File: config.mk
export PLATFORM = sky130hd
export DESIGN_NAME = spi_sclk_divider
export DESIGN_NICKNAME = d
export VERILOG_FILES = /design/src/rtl/spi_div_pkg.sv /design/src/rtl/spi_div_decode.sv /design/src/rtl/spi_div_shadow.sv /design/src/rtl/spi_div_counter.sv /design/src/rtl/spi_sclk_divider.sv
export SDC_FILE = /design/constraint.sdc
export NUM_CORES = 1
export LEC_CHECK = 0
export BUFFER_PORTS_ARGS = -buffer_cell sky130_fd_sc_hd__buf_2
export CAP_MARGIN = 20
export CORE_UTILIZATION = 59
export CTS_CLUSTER_SIZE = 14
export DETAILED_ROUTE_END_ITERATION = 10
export PLACE_DENSITY = 0.77
export REMOVE_ABC_BUFFERS = 1
export SLEW_MARGIN = 15
export SYNTH_ARGS = -nofsm -noshare
export SYNTH_HDL_FRONTEND = slang
export SYNTH_SLANG_ARGS = --single-unit
File: constraint.sdc
create_clock -name clk -period 3.4 [get_ports clk]
set_input_delay 0.34 -clock clk [delete_from_list [all_inputs] [get_ports clk]]
set_output_delay 0.34 -clock clk [all_outputs]
set_load 0.02 [all_outputs]
File: src/rtl/spi_div_pkg.sv
package spi_div_pkg;
  localparam int LIN_W  = 8;
  localparam int EXP_W  = 4;
  localparam int CFG_W  = LIN_W + EXP_W + 1;
  localparam int POW_N  = 1 << EXP_W;
  localparam int HALF_W = ((POW_N - 1) > (LIN_W + 1)) ? (POW_N - 1) : (LIN_W + 1);

  // Packed so that mode is bit 12, exponent bits 11:8, linear field bits 7:0.
  typedef struct packed {
    logic             lin_mode;
    logic [EXP_W-1:0] expo;
    logic [LIN_W-1:0] lin;
  } div_cfg_t;

  typedef logic [HALF_W-1:0] half_t;
endpackage

File: src/rtl/spi_div_decode.sv
module spi_div_decode
  import spi_div_pkg::*;
(
  input  div_cfg_t cfg,
  output half_t    half
);
  half_t pow_tab [POW_N];

  // Exponent 0 folds onto exponent 1: the divider cannot go below two cycles per period.
  for (genvar k = 0; k < POW_N; k++) begin : g_pow
    if (k == 0) begin : g_zero
      assign pow_tab[k] = half_t'(1);
    end else begin : g_shift
      assign pow_tab[k] = half_t'(1) << (k - 1);
    end
  end

  always_comb begin
    if (cfg.lin_mode) half = half_t'(cfg.lin) + half_t'(1);
    else              half = pow_tab[cfg.expo];
  end
endmodule

File: src/rtl/spi_div_shadow.sv
module spi_div_shadow
  import spi_div_pkg::*;
(
  input  logic  clk,
  input  logic  rst,
  input  logic  load,
  input  half_t next_half,
  output half_t cur_half
);
  always_ff @(posedge clk) begin
    if (rst)       cur_half <= half_t'(1);
    else if (load) cur_half <= next_half;
  end
endmodule

File: src/rtl/spi_div_counter.sv
module spi_div_counter
  import spi_div_pkg::*;
(
  input  logic  clk,
  input  logic  rst,
  input  logic  run,
  input  half_t half,
  output logic  tick,
  output logic  sclk,
  output logic  period_end
);
  half_t cnt;
  logic  wrap;

  assign wrap       = (cnt == half_t'(half - half_t'(1)));
  assign period_end = run && wrap && sclk;

  always_ff @(posedge clk) begin
    if (rst || !run) begin
      cnt  <= '0;
      tick <= 1'b0;
      sclk <= 1'b0;
    end else if (wrap) begin
      cnt  <= '0;
      tick <= 1'b1;
      sclk <= ~sclk;
    end else begin
      cnt  <= cnt + half_t'(1);
      tick <= 1'b0;
    end
  end
endmodule

File: src/rtl/spi_sclk_divider.sv
module spi_sclk_divider
  import spi_div_pkg::*;
(
  input  logic             clk,
  input  logic             rst,
  input  logic             run_i,
  input  logic [CFG_W-1:0] cfg_i,
  output logic             half_tick_o,
  output logic             sclk_o
);
  div_cfg_t cfg_s;
  half_t    half_req;
  half_t    half_active;
  logic     period_end;
  logic     load;

  assign cfg_s = cfg_i;
  // Idle: follow the request. Busy: only at the end of a full period.
  assign load  = !run_i || period_end;

  spi_div_decode u_decode (
    .cfg  (cfg_s),
    .half (half_req)
  );

  spi_div_shadow u_shadow (
    .clk       (clk),
    .rst       (rst),
    .load      (load),
    .next_half (half_req),
    .cur_half  (half_active)
  );

  spi_div_counter u_counter (
    .clk        (clk),
    .rst        (rst),
    .run        (run_i),
    .half       (half_active),
    .tick       (half_tick_o),
    .sclk       (sclk_o),
    .period_end (period_end)
  );
endmodule

==> flow_summary.toml <==
[run_status]
status = "finished clean"

[clock_tree]
numCtsBuffers = 5
holdBufCountCts = 0
htreeDepth = 2
cts_root_buffer = "clkbuf_4"
cts.path.max_buffers = 2
clock-sinks = 32
cts_tree = "yes"
cts_resized = 0
post_cts_buffers = 0
clk_pin_slew_worst_paths_ns = 0.11
clk_latency_ns = 0.34

[synthesis]
yosysWarnings = 0
synth-edff-count = 0
async_flop_share_pct = 0
ys.flop_type = "dfxtp_1"
synth_area_sq_mm = 0.00211
netlist_instances = 257
synth_seq_area_share_pct = 30.4
ys_ff_latch = 32
synth_cell_types = 40
synth.avg_cell_area_sq_um = 8.21

[drt]
routed_wl_microns = 4190
vias_per_cell = 5.59
wl_per_cell_microns = 13.2
vias = 1773
drtIter0Drc = 62
highest_layer = "met4"
dr_wl_met3_microns = 215
wl_met1_microns = 2030
drc_errors = 0
ant_nets = 0
drt_pass1_iterations = 4
met2_length_microns = 1880

[setup_path]
critical-path-top-delay-family = "compound AO/OA/AOI/OAI gates"
r2r-start = "u_shadow.cur_half[0]$_SDFFE_PP1P_"
worst_r2r_path_depth = 9
crit_type = "flop to flop"
crit_fanout = 15
arrival_ns = 3.22
path_cells = "inv_1, ha_1, nor3b_2, nand2_1, a211o_1, a222oi_1, nand4_2, o21ai_4, mux2_2"
cp_num_cells = 9
worstPathRequired_ns = 3.63
cp-startpoint = "u_shadow.cur_half[0]$_SDFFE_PP1P_"
critPathMaxStageDelay_ns = 0.52
rrSetupSlack_ns = 0.41
r2r_end = "u_shadow.cur_half[6]$_SDFFE_PP0P_"
critical_path.endpoint = "u_shadow.cur_half[6]$_SDFFE_PP0P_"
critPathSlowestCell = "o21ai_4"
crit_buf_inv = 1
start_kind = "flop"
end_kind = "flop"

[placement]
dp_hpwl_microns = 3050
port_buffers = 17
gp_congestion = 0.866

[timing]
rsz0062_at_grt = "false"
slew_violations = 0
worst_pin_slew_ns = 0.569
finalHoldViolCount = 0
finalCritPeriodShare_pct = 87.8
fmax_ghz = 0.335
period_needed_ns = 2.99
setup_viol = 0
relSlewSlack_pct = 61.9
fin_skew_ns = 0.0108
finalSetupTns_ns = 0
holdWs_ns = 0.301

[global_route]
grt_pass1_wl_microns = 7090
grt_pass1_vias = 1596
antenna_found_initial = 0
gr-usage-all-layers_pct = 25.8
grt_max_degree = 29
grt-ovfl-total = 0

[power_and_ir_drop]
pwr-share-comb_pct = 16.2
seq_power_share_pct = 45.6
power.switching_mw = 0.227
power_density_mw_per_mm2 = 379
power_frac_clock_pct = 38.2
p_int_mw = 0.641
ir_drop_mv = 0.221
p_leak_nw = 0.881
switching_share_pct = 26.1

[finish]
layout-drive-gt1-share_pct = 15.1
fin_util_pct = 67.5
nets = 289
antenna_cells = 0
area_growth_syn_to_layout_pct = 8.48

[die]
num_rows = 21
core-area_sq_mm = 0.00339
initial_core_util_pct = 62.2
dieArea_sq_mm = 0.00382
io_pins = 18
die_w_microns = 61.8
die-height_microns = 61.8

[min_path]
hold_path_class = "input port to flop"

[run]
max_cap_viol_count = 0
-- placed cells by master (no fill, tap or decap), types with 2 or more instances in the layout --
cell type / instances
mux2_2: 6
nand2_1: 14
xnor2_1: 20
nand4_1: 4
nor4_1: 7
and3_1: 4
o21ai_0: 3
nand4b_1: 3
mux2_4: 3
nor2b_1: 7
clkbuf_8: 2
mux2i_1: 8
dfxtp_1: 32
a21oi_1: 12
nand3_1: 13
inv_1: 7
clkbuf_4: 5
a21o_1: 2
buf_2: 17
nor3_1: 9
or4_1: 3
nand3b_1: 2
nand2b_1: 13
xor2_1: 17
nor2_1: 40
ha_1: 3
-- how the worst min path moves through the flow --
stage	from	endpoint	depth (start not counted)
2_1_floorplan	u_counter.cnt[0]$_SDFF_PP0_	u_counter.cnt[0]$_SDFF_PP0_	1
3_3_place_gp	u_counter.cnt[0]$_SDFF_PP0_	u_counter.cnt[0]$_SDFF_PP0_	1
3_5_place_dp	u_counter.cnt[0]$_SDFF_PP0_	u_counter.cnt[0]$_SDFF_PP0_	1
4_1_cts	run_i	u_counter.tick$_SDFF_PP0_	3
5_1_grt	run_i	u_counter.tick$_SDFF_PP0_	3
6_report	run_i	u_counter.sclk$_SDFFE_PP0N_	3
-- routing by layer --
metal	global-route usage, %	vias to the layer above
li1	-	912
met1	34.6	818
met2	38.9	34
met3	7.25	9
met4	10.8	0
met5	0	-
-- synth_stat cells, types with 2 or more instances --
cell type | count | area (sq um)
mux2i_1 | 8 | 80.1
or4_1 | 3 | 22.5
nand4_1 | 4 | 25.0
xnor2_1 | 20 | 175
nor2b_1 | 7 | 43.8
inv_1 | 7 | 26.3
nand3b_1 | 2 | 15.0
a21oi_1 | 12 | 60.1
nor2_1 | 40 | 150
nand2_1 | 14 | 52.6
a21o_1 | 2 | 15.0
mux2_4 | 3 | 45.0
nor4_1 | 7 | 43.8
o21ai_0 | 3 | 15.0
and3_1 | 4 | 25.0
nor3_1 | 9 | 45.0
dfxtp_1 | 32 | 641
mux2_2 | 6 | 67.6
xor2_1 | 17 | 149
nand3_1 | 13 | 65.1
nand4b_1 | 3 | 26.3
nand2b_1 | 13 | 81.3
clkbuf_1 | 9 | 33.8
ha_1 | 3 | 37.5
-- registers in the layout, summed over array words and instances, names as in the netlist --
signal             count
u_counter.cnt         15
u_shadow.cur_half     15
u_counter.sclk         1
u_counter.tick         1
-- kinds of logic (layout without fill, tap and decap cells) --
logic type	Yosys count	after routing	share of synthesized area (%)
flip-flops	32	32	30.4
AND/OR/NAND/NOR	125	125	31.1
buffers and inverters	18	32	4.03
adder cells (fa/ha/maj)	3	3	1.78
AO/OA/AOI/OAI	25	25	8.19
XOR/XNOR	37	37	15.4
multiplexers	17	17	9.13
-- per-stage QoR --
stage	total power, mW	worst slack [ns]	std cells	cell area (sq um)
floorplan	0.500	0.711	246	2050
global placement	0.541	0.508	309	2190
detailed placement	0.543	0.424	309	2190
CTS	0.870	0.411	317	2290
global route	0.906	0.142	317	2290
finish	0.868	0.414	317	2290
-- power groups by stage --
stage                     Sequential, mW  Combinational [mW]  Clock (mW)
after floorplan                    0.403              0.0970           0
after global placement             0.404               0.137           0
after detailed placement           0.404               0.138           0
after CTS                          0.396               0.140       0.334
after global routing               0.398               0.157       0.351
final                              0.396               0.140       0.332
-- tightest hold or removal path: cells and delay by family --
| family | cells | cell delay [ns] |
|---|---|---|
| and+or+nand+nor | 2 | 0.15 |
| buffers and inverters | 1 | 0.12 |
-- area by class of cell --
class | count | area [sq um]
Fill cell | 303 | 1100
Tap cell | 46 | 57.6
Sequential cell | 32 | 641
Inverter | 7 | 26.3
Clock buffer | 7 | 65.1
Timing Repair Buffer | 17 | 85.1
Clock inverter | 1 | 30.0
Multi-Input combinational cell | 207 | 1380
(Power assumes the default switching activity.)
